$ cat config.mk
export PLATFORM = sky130hd
export DESIGN_NAME = pnd_decoder
export DESIGN_NICKNAME = d
export VERILOG_FILES = /design/src/rtl/pnd_pkg.sv /design/src/rtl/pnd_nvm_port.sv /design/src/rtl/pnd_packed_char.sv /design/src/rtl/pnd_room_check.sv /design/src/rtl/pnd_decoder.sv
export SDC_FILE = /design/constraint.sdc
export NUM_CORES = 1
export LEC_CHECK = 0
export CORE_MARGIN = 2
export CORE_UTILIZATION = 58
export DETAILED_ROUTE_END_ITERATION = 8
export PLACE_DENSITY_LB_ADDON = 0.3
export SLEW_MARGIN = 15
export SYNTH_ARGS = -nofsm -noshare
export SYNTH_HDL_FRONTEND = slang
export SYNTH_SLANG_ARGS = --single-unit
$ cat constraint.sdc
create_clock -name clk -period 3.15 [get_ports clk]
set_clock_uncertainty 0.15 [all_clocks]
set_input_delay 0.4725 -clock clk [delete_from_list [all_inputs] [get_ports clk]]
set_output_delay 0.4725 -clock clk [all_outputs]
set_load 0.02 [all_outputs]
$ cat src/rtl/pnd_pkg.sv
package pnd_pkg;

  typedef enum logic [1:0] {
    ST_OK          = 2'd0,
    ST_NO_SPACE    = 2'd1,
    ST_BAD_SECTION = 2'd2,
    ST_READ_ERR    = 2'd3
  } pnd_status_e;

  localparam int PACKED_CHARS = 11;
  localparam int PACKED_LAST  = PACKED_CHARS - 1;

  localparam logic [7:0] CH_DASH = 8'h2D;
  localparam logic [7:0] CH_NUL  = 8'h00;

  // nibble to uppercase hex text
  function automatic logic [7:0] nib_ascii(input logic [3:0] n);
    logic [7:0] r;
    if (n < 4'd10) r = 8'h30 + {4'd0, n};
    else           r = 8'h37 + {4'd0, n};
    return r;
  endfunction

  function automatic logic is_hex_ascii(input logic [7:0] c);
    return ((c >= 8'h30) && (c <= 8'h39)) || ((c >= 8'h41) && (c <= 8'h46));
  endfunction

  // characters needed by an indirect string of length word len
  function automatic logic [17:0] indirect_need(input logic [15:0] len);
    return {1'b0, len, 1'b0} - 18'd1;
  endfunction

endpackage

$ cat src/rtl/pnd_nvm_port.sv
module pnd_nvm_port #(
  parameter int AW = 16
) (
  input  logic          clk,
  input  logic          rst_n,
  input  logic          issue,
  input  logic [AW-1:0] issue_addr,
  output logic          rd_req,
  output logic [AW-1:0] rd_addr,
  input  logic          rd_ack,
  input  logic [15:0]   rd_data,
  input  logic          rd_err,
  output logic          got,
  output logic [15:0]   got_data,
  output logic          got_err
);

  always_ff @(posedge clk or negedge rst_n) begin
    if (!rst_n) begin
      rd_req  <= 1'b0;
      rd_addr <= '0;
    end else if (issue) begin
      rd_req  <= 1'b1;
      rd_addr <= issue_addr;
    end else if (rd_req && rd_ack) begin
      rd_req  <= 1'b0;
    end
  end

  assign got      = rd_req & rd_ack;
  assign got_data = rd_data;
  assign got_err  = rd_err;

  a_r2_hold_req: assert property (@(posedge clk) disable iff (!rst_n)
    rd_req && !rd_ack |=> rd_req && $stable(rd_addr));

endmodule

$ cat src/rtl/pnd_packed_char.sv
module pnd_packed_char
  import pnd_pkg::*;
(
  input  logic [15:0] hw0,
  input  logic [15:0] hw1,
  input  logic [3:0]  idx,
  output logic [7:0]  ch
);

  always_comb begin
    unique case (idx)
      4'd0:    ch = nib_ascii(hw0[15:12]);
      4'd1:    ch = nib_ascii(hw0[11:8]);
      4'd2:    ch = nib_ascii(hw0[7:4]);
      4'd3:    ch = nib_ascii(hw0[3:0]);
      4'd4:    ch = nib_ascii(hw1[15:12]);
      4'd5:    ch = nib_ascii(hw1[11:8]);
      4'd6:    ch = CH_DASH;
      4'd7:    ch = nib_ascii(4'd0);
      4'd8:    ch = nib_ascii(hw1[7:4]);
      4'd9:    ch = nib_ascii(hw1[3:0]);
      default: ch = CH_NUL;
    endcase
  end

endmodule

$ cat src/rtl/pnd_room_check.sv
module pnd_room_check
  import pnd_pkg::*;
#(
  parameter int CAP_W = 16
) (
  input  logic [CAP_W-1:0] cap,
  input  logic [15:0]      len,
  output logic             packed_short,
  output logic             len_bad,
  output logic             indirect_short
);

  assign packed_short   = cap < CAP_W'(PACKED_CHARS);
  assign len_bad        = (len == 16'h0000) || (len == 16'hFFFF);
  assign indirect_short = indirect_need(len) > 18'(cap);

endmodule

$ cat src/rtl/pnd_decoder.sv
module pnd_decoder
  import pnd_pkg::*;
#(
  parameter int          AW        = 16,
  parameter int          CAP_W     = 16,
  parameter logic [15:0] GUARD     = 16'hFAFA,
  parameter logic [15:0] HDR0_ADDR = 16'h0015,
  parameter logic [15:0] HDR1_ADDR = 16'h0016
) (
  input  logic             clk,
  input  logic             rst_n,
  input  logic             start,
  input  logic [CAP_W-1:0] capacity,
  output logic             busy,
  output logic             rd_req,
  output logic [AW-1:0]    rd_addr,
  input  logic             rd_ack,
  input  logic [15:0]      rd_data,
  input  logic             rd_err,
  output logic             out_valid,
  output logic [7:0]       out_char,
  output logic             out_last,
  output logic             done,
  output logic [1:0]       status
);

  typedef enum logic [3:0] {
    S_IDLE, S_HDR0, S_HDR1, S_LEN, S_WORD, S_HI, S_LO, S_PACK, S_NUL
  } state_e;

  state_e           state_q;
  logic [15:0]      hw0_q, hw1_q, word_q, left_q;
  logic [AW-1:0]    ptr_q;
  logic [CAP_W-1:0] cap_q;
  logic [3:0]       idx_q;
  logic             packed_q;

  logic             issue;
  logic [AW-1:0]    issue_addr;
  logic             got, got_err;
  logic [15:0]      got_data;
  logic             packed_short, len_bad, indirect_short;
  logic [7:0]       pack_ch;

  // named events for checking
  logic             hdr_is_packed;
  logic             run_fail;

  pnd_nvm_port #(.AW(AW)) u_port (
    .clk(clk), .rst_n(rst_n), .issue(issue), .issue_addr(issue_addr),
    .rd_req(rd_req), .rd_addr(rd_addr), .rd_ack(rd_ack), .rd_data(rd_data),
    .rd_err(rd_err), .got(got), .got_data(got_data), .got_err(got_err)
  );

  pnd_room_check #(.CAP_W(CAP_W)) u_room (
    .cap(cap_q), .len(got_data), .packed_short(packed_short),
    .len_bad(len_bad), .indirect_short(indirect_short)
  );

  pnd_packed_char u_pack (
    .hw0(hw0_q), .hw1(hw1_q), .idx(idx_q), .ch(pack_ch)
  );

  assign busy          = (state_q != S_IDLE);
  assign hdr_is_packed = (hw0_q != GUARD);
  assign run_fail      = got && got_err;

  // read issue decisions
  always_comb begin
    issue      = 1'b0;
    issue_addr = '0;
    unique case (state_q)
      S_IDLE: if (start) begin
        issue      = 1'b1;
        issue_addr = AW'(HDR0_ADDR);
      end
      S_HDR0: if (got && !got_err) begin
        issue      = 1'b1;
        issue_addr = AW'(HDR1_ADDR);
      end
      S_HDR1: if (got && !got_err && (hw0_q == GUARD)) begin
        issue      = 1'b1;
        issue_addr = got_data[AW-1:0];
      end
      S_LEN: if (got && !got_err && !len_bad && !indirect_short &&
                 (got_data != 16'd1)) begin
        issue      = 1'b1;
        issue_addr = hw1_q[AW-1:0] + AW'(1);
      end
      S_LO: if (left_q != 16'd1) begin
        issue      = 1'b1;
        issue_addr = ptr_q + AW'(1);
      end
      default: ;
    endcase
  end

  always_ff @(posedge clk or negedge rst_n) begin
    if (!rst_n) begin
      state_q   <= S_IDLE;
      hw0_q     <= '0;
      hw1_q     <= '0;
      word_q    <= '0;
      left_q    <= '0;
      ptr_q     <= '0;
      cap_q     <= '0;
      idx_q     <= '0;
      packed_q  <= 1'b0;
      out_valid <= 1'b0;
      out_char  <= '0;
      out_last  <= 1'b0;
      done      <= 1'b0;
      status    <= ST_OK;
    end else begin
      out_valid <= 1'b0;
      out_last  <= 1'b0;
      done      <= 1'b0;
      unique case (state_q)
        S_IDLE: if (start) begin
          cap_q    <= capacity;
          packed_q <= 1'b0;
          state_q  <= S_HDR0;
        end
        S_HDR0: if (got) begin
          if (got_err) begin
            done <= 1'b1; status <= ST_READ_ERR; state_q <= S_IDLE;
          end else begin
            hw0_q   <= got_data;
            state_q <= S_HDR1;
          end
        end
        S_HDR1: if (got) begin
          hw1_q <= got_data;
          if (got_err) begin
            done <= 1'b1; status <= ST_READ_ERR; state_q <= S_IDLE;
          end else if (hdr_is_packed) begin
            if (packed_short) begin
              done <= 1'b1; status <= ST_NO_SPACE; state_q <= S_IDLE;
            end else begin
              packed_q <= 1'b1;
              idx_q    <= '0;
              state_q  <= S_PACK;
            end
          end else begin
            state_q <= S_LEN;
          end
        end
        S_LEN: if (got) begin
          if (got_err) begin
            done <= 1'b1; status <= ST_READ_ERR; state_q <= S_IDLE;
          end else if (len_bad) begin
            done <= 1'b1; status <= ST_BAD_SECTION; state_q <= S_IDLE;
          end else if (indirect_short) begin
            done <= 1'b1; status <= ST_NO_SPACE; state_q <= S_IDLE;
          end else begin
            left_q  <= got_data - 16'd1;
            ptr_q   <= hw1_q[AW-1:0] + AW'(1);
            state_q <= (got_data == 16'd1) ? S_NUL : S_WORD;
          end
        end
        S_WORD: if (got) begin
          if (got_err) begin
            done <= 1'b1; status <= ST_READ_ERR; state_q <= S_IDLE;
          end else begin
            word_q  <= got_data;
            state_q <= S_HI;
          end
        end
        S_HI: begin
          out_valid <= 1'b1;
          out_char  <= word_q[15:8];
          state_q   <= S_LO;
        end
        S_LO: begin
          out_valid <= 1'b1;
          out_char  <= word_q[7:0];
          left_q    <= left_q - 16'd1;
          ptr_q     <= ptr_q + AW'(1);
          state_q   <= (left_q == 16'd1) ? S_NUL : S_WORD;
        end
        S_NUL: begin
          out_valid <= 1'b1;
          out_char  <= CH_NUL;
          out_last  <= 1'b1;
          done      <= 1'b1;
          status    <= ST_OK;
          state_q   <= S_IDLE;
        end
        S_PACK: begin
          out_valid <= 1'b1;
          out_char  <= pack_ch;
          idx_q     <= idx_q + 4'd1;
          if (idx_q == 4'(PACKED_LAST)) begin
            out_last <= 1'b1;
            done     <= 1'b1;
            status   <= ST_OK;
            state_q  <= S_IDLE;
          end
        end
        default: state_q <= S_IDLE;
      endcase
    end
  end

  a_r1_idle_no_req: assert property (@(posedge clk) disable iff (!rst_n)
    !busy && !$past(issue) |-> !rd_req);

  a_r10_last_with_done: assert property (@(posedge clk) disable iff (!rst_n)
    out_valid && out_last |-> done && (status == ST_OK));

  a_r10_ok_done_has_last: assert property (@(posedge clk) disable iff (!rst_n)
    done && (status == ST_OK) |-> out_valid && out_last);

  a_r9_error_silent: assert property (@(posedge clk) disable iff (!rst_n)
    run_fail |=> !out_valid && done && (status == ST_READ_ERR));

  a_r4_packed_text: assert property (@(posedge clk) disable iff (!rst_n)
    out_valid && packed_q && !out_last |-> is_hex_ascii(out_char) || (out_char == CH_DASH));

  a_r11_done_ends_run: assert property (@(posedge clk) disable iff (!rst_n)
    done |-> !busy);

  a_r10_done_single: assert property (@(posedge clk) disable iff (!rst_n)
    done |=> !done);

endmodule

## Word level (Yosys, flattened, before mapping)

Cells that the tools add are included.

| cells by class | value |
|---|---|
| add/subtract/negate cells | 22 |
| order comparisons | 10 |
| equality and inequality tests | 42 |
| multiplexer cells | 82 |
| bitwise logic cells | 2 |
| reductions and logical operators | 29 |

Operators with widths:

| operator | number |
|---|---|
| $mux W16 | 11 |
| $add A6 B4 Y7 const A | 16 |
| $pmux W16 S5 | 1 |
| $pmux W8 S10 | 1 |
| $mux W4 | 17 |
| $mux W8 | 8 |
| $pmux W16 S2 | 2 |
| $add A16 B1 Y16 const B | 2 |
| $eq A16 B1 Y1 const B | 2 |
| $eq A16 B16 Y1 const B | 2 |
| $eq A4 B3 Y1 const B | 8 |
| $lt A4 B4 Y1 const B | 8 |
| $ne A16 B1 Y1 const B | 2 |
| $pmux W4 S8 | 1 |
| $pmux W8 S4 | 1 |
| $sub A16 B1 Y16 const B | 2 |
| $mux W2 | 12 |
| $ne A2 B2 Y1 const B | 12 |
| $mux W1 | 19 |
| $gt A18 B16 Y1 | 1 |
| $sub A17 B1 Y18 const B | 1 |
| $eq A4 B2 Y1 const B | 4 |
| $eq A4 B4 Y1 const B | 4 |
| $logic_not A16 Y1 | 1 |
| other kinds (29) | 49 |

| word-level totals | value |
|---|---|
| bits in registers | 134 |
| input bits | 37 |
| output and inout port bits | 31 |

## Logic depth before layout (Yosys ltp)

| logic depth | value |
|---|---|
| word-level depth | 9 |
| gate-level depth with buffers | 16 |
| depth with buffers taken out | 13 |

## Modules after synthesis

Synthesis repeated with hierarchy kept, for this count alone.

| unflattened totals | value |
|---|---|
| cell total of the unflattened synthesis | 978 |
| area, all modules | 9171.3 sq um |

By module, submodules not included:

| module | instances | cells an instance | area an instance (sq um) | sequential area each (sq um) |
|---|---|---|---|---|
| pnd_decoder | 1 | 638 | 6546.3 | 2927.8 |
| pnd_packed_char | 1 | 174 | 1023.5 | 0.0 |
| pnd_nvm_port | 1 | 55 | 817.0 | 425.4 |
| pnd_room_check | 1 | 111 | 784.5 | 0.0 |

## Worst setup path before layout

Ideal clock, no wire load.

| timing | value |
|---|---|
| path type | input-to-reg |
| start | input rd_data[3] |
| end | register ptr_q[13] |
| library setup time | 0.099 ns |
| arrival | 4.190 ns |
| required time | 2.901 ns |
| path slack | -1.290 ns |
| stages | 16 |
| cells stage by stage | buf_2 > or4_4 > nor3_2 > nand3_1 > or4_1 > xnor2_1 > ha_1 > nand4_1 > a21oi_1 > nor4_1 > a211oi_1 > or3_1 > buf_6 > clkbuf_1 > nor2_1 > a311oi_1 |

| between the ends | value |
|---|---|
| longest elaborated chain between the ends | 4 |
| elaborated cells on any way between the ends | 8 |
| classes of those cells | add/sub: 1; order compare: 1; eq/ne: 3; reduce/logical: 3 |

RTL lines:

| element | RTL line | RTL |
|---|---|---|
| from (decl) | pnd_decoder.sv:18 | `input logic [15:0] rd_data,` |
| $sub A17 B1 Y18, or another cell as far along | pnd_pkg.sv:30 | `return {1'b0, len, 1'b0} - 18'd1;` |
| $gt A18 B16 Y1 or $logic_or A1 B1 Y1 (tied branches) | pnd_room_check.sv:15, pnd_room_check.sv:14 |  |
| $ne A2 B2 Y1 (no source line) | n/a |  |
| $reduce_and A5 Y1 (no source line) * | n/a |  |
| to (signal assigned) | pnd_decoder.sv:157 | `ptr_q <= hw1_q[AW-1:0] + AW'(1);` |
| to (signal assigned) | pnd_decoder.sv:178 | `ptr_q <= ptr_q + AW'(1);` |
| to (decl) | pnd_decoder.sv:33 | `logic [AW-1:0] ptr_q;` |

Every way passes the cells marked *; elsewhere a longest branch is shown, timed or not.
A chain may end at the register's enable or synchronous reset.

## Worst setup path after layout

| timing | value |
|---|---|
| start | input rd_data[4] |
| end | register left_q[1] |

| between the ends | value |
|---|---|
| longest elaborated chain between the ends | 4 |
| elaborated cells on any way between the ends | 8 |
| classes of those cells | add/sub: 1; order compare: 1; eq/ne: 3; reduce/logical: 3 |

RTL lines:

| element | RTL line | RTL |
|---|---|---|
| $sub A17 B1 Y18, or another cell as far along | pnd_pkg.sv:30 |  |
| $gt A18 B16 Y1 or $logic_or A1 B1 Y1 (tied branches) | pnd_room_check.sv:15, pnd_room_check.sv:14 |  |
| $ne A2 B2 Y1 (no source line) | n/a |  |
| $reduce_and A5 Y1 (no source line) * | n/a |  |
| to (signal assigned) | pnd_decoder.sv:156 | `left_q <= got_data - 16'd1;` |
| to (signal assigned) | pnd_decoder.sv:177 | `left_q <= left_q - 16'd1;` |
| to (decl) | pnd_decoder.sv:32 | `logic [15:0] hw0_q, hw1_q, word_q, left_q;` |

Marked as above.

==> qor.csv <==
metric,value,unit
Area growth syn-to-layout,32.5,%
vias in the first global route,8914,
hold path startpoint,rd_data[4],
antenna violations before repair,0,
slew margin rel.,0.450,
Max IR drop VDD,0.000508,V
multi-input logic area,0.00571,mm^2
fin nets,1239,
vias per cell,6.90,
WL met1,12000,um
WL met2,14500,um
Worst EP arrival,4.16,ns
clock root cell,clkbuf_16,
Routed Antenna Nets,0,
Least-Margin Pin Slew,0.818,ns
WL met3,3580,um
most frequent cells in the layout,"dfrtp_1, nand2_1, nor2_1, buf_4, a21oi_1",
critical path startpoint,rd_data[4],
synthesized area per cell,8.72,um^2
hold_ws,0.343,ns
share of cells above drive strength 1,0.259,
Buf/Inv on CP,3,
post-DP HPWL,19100,um
WS Path Type,in -> reg,
I/O pin total,68,
number of antenna diodes,0,
CTS sink cnt,134,
Hold Path Class,in -> reg,
final worst-path cycle share,1.27,
H-tree depth,4,
Tot GR Track Use,0.380,
Final Worst Setup Slack,-0.852,ns
drt pass-1 iters,6,
Leakage,4.86,nW
"commonest non-fill, non-tap cell in the layout",dfrtp_1,
pwr/cell area,873,mW/mm^2
failing checks,negative setup slack,
GP Congestion,0.998,
I/O Buffers,67,
mux contribution to synthesized area,0.0817,
syn nets,1100,
CP Capture Type,flip-flop,
min Tclk post-route,4.00,ns
final hold vios,0,
CP Data Required Time,3.31,ns
XOR/XNOR Fraction of Synth Area,0.0501,
Yosys cell types,69,
share of Yosys cell area claimed by the top area cell type,0.376,
"Slew Viols, Final",0,
largest net degree at the start of global routing,57,
CTS Buf Count,17,
Logic pwr share,0.477,
DRC viols,0,
via count,9395,
Post-synth EDFFs,0,
sw power,0.00454,W
Most used DFF post-synth,dfrtp_1,
"CP delay by family, top",simple AND/OR/NAND/NOR gates,
Synth Area in Adders,0.0575,
Max Cap Viol,0,
core area,0.0151,mm^2
FF-to-FF Start,cap_q[5],
worst path cell trace,buf_8 -> or4_4 -> nor3_4 -> nand3_2 -> or4_4 -> xnor2_4 -> ha_4 -> nand4_1 -> a21oi_2 -> nor3_2 -> a211oi_4 -> or3_4 -> buf_12 -> buf_6 -> nor3_2 -> a311o_1,
Iteration-0 DRC Markers,1354,
CTS tree,built,
"FF+latch count, synth",134,
clock share of power,0.197,
Avg WL per Cell,23.9,um
Crit Path Max Fanout,5,
fmax,0.250,GHz
Worst path max stage delay,0.55,ns
Highest Signal Layer,met4,
CP Launch Type,input pin,
status,"finished, violations left",
final WL,32600,um
compound-cell area share of the yosys netlist,0.176,
"Slowest-stage cell, CP",or4_4,
full die area,0.0164,mm^2
die extent in y,128,um
clk buf depth,2,
row count,45,
RSZ-0062 raised after global routing,true,
GRT Residual Overflow,0,
clock transition at the registers of the reported paths,0.06,ns
Seq pwr share,0.325,
Synth area leaders,"dfrtp_1, mux2_2, ha_1, a21oi_1, nand2_1",
final setup violation count,54,
Pint,0.00578,W
Synth Instances,1022,
Sum Neg Setup Slack,-39.28,ns
Starting Density,0.591,
die width,128,um
fill cell count,896,
Synth area leader,dfrtp_1,
largest family of logic cells by synthesized area,simple AND/OR/NAND/NOR gates,
clk_lat worst skew,0.44,ns
async set or reset register ratio after synthesis,1.00,
Synth Area in Simple Gates,0.207,
Net Sw Frac,0.440,
"Seq/Total Area, Yosys",0.376,
mapped cell area,0.00891,mm^2
register cell area after layout,0.00335,mm^2
Synth Warn #,0,
first-pass GRT wire length,48000,um
-- cell usage after synthesis, types with 20 or more instances --
cell type / count
a211oi_1: 20
a21oi_1: 76
clkbuf_1: 46
dfrtp_1: 134
ha_1: 41
inv_1: 55
mux2_2: 54
nand2_1: 94
nand3_1: 42
nor2_1: 86
nor3_1: 41
o21ai_0: 67
xnor2_1: 31
xor2_1: 20
-- state kept, by name, summed over array words and instances, names as in the netlist --
register	flops
state_q	4
out_char	8
idx_q	4
hw1_q	16
out_valid	1
status	2
u_port.rd_req	1
done	1
out_last	1
hw0_q	16
cap_q	16
left_q	16
word_q	16
ptr_q	16
u_port.rd_addr	16
-- power by group through the flow --
stage	sequential, W	combinational, W	clock (W)
after floorplan	0.00311	0.00290	0
after global placement	0.00322	0.00415	0
after detailed placement	0.00326	0.00425	0
after CTS	0.00325	0.00452	0.00201
after global routing	0.00343	0.00528	0.00211
final	0.00336	0.00493	0.00204
-- logic make-up (layout without fill, tap and decap cells) --
group / Yosys count / in the layout
simple gates: 367 / 367
compound gates: 251 / 251
flops: 134 / 134
buf+inv: 112 / 263
mux: 66 / 66
xor+xnor: 51 / 51
fa+ha+maj: 41 / 41
-- path summary, 6_finish.rpt --
kind | end | slack [ns] | cells past startpoint
min in group asynchronous | done | 0.40 | 2
worst min-delay path | hw1_q[4] | 0.34 | 4
worst min register to register | word_q[1] | 0.35 | 2
max in group asynchronous | left_q[0] | 1.68 | 3
worst max-delay path | left_q[1] | -0.85 | 16
worst max register to register | left_q[7] | 0.08 | 12
-- final cells by class --
class	count	area share
clock buffer	20	0.0395
clock inverter	11	0.0106
inverter	55	0.0175
multi-input combinational	776	0.483
sequential	134	0.284
tap	188	0.0199
timing repair buffer	177	0.145
-- tightest hold or removal path: stages --
cell and delay [ns]:
buf_8 0.08, buf_4 0.19, nand2_1 0.06, o21ai_0 0.08
-- repair_timing --
action | 4_1_cts | 5_1_grt
hold endpoints to repair | 48 | 0
resized for setup | 129 | 32
pin swaps | 36 | 22
cloned | 4 | 0
endpoints found under the setup margin | 54 | 54
hold buffers | 1 | 0
setup buffers | 21 | 4
-- per-stage QoR --
stage	cells	utilization	cell area [um^2]	setup slack, ns	power [W]
finish	1361	0.783	11800	-0.852	0.0103
global route	1361	0.783	11800	-0.875	0.0108
detailed placement	1304	0.684	10300	-1.69	0.00751
global placement	1304	0.684	10300	-1.61	0.00737
floorplan	1022	-	9000	-1.15	0.00602
CTS	1360	0.771	11600	-0.573	0.00979
-- routing by layer --
layer / vias to the layer above / global-route usage
li1: 3969 / -
met1: 4441 / 0.497
met2: 763 / 0.599
met3: 222 / 0.0789
met4: 0 / 0.199
met5: - / 0
Power figures use the tool's default switching activity.
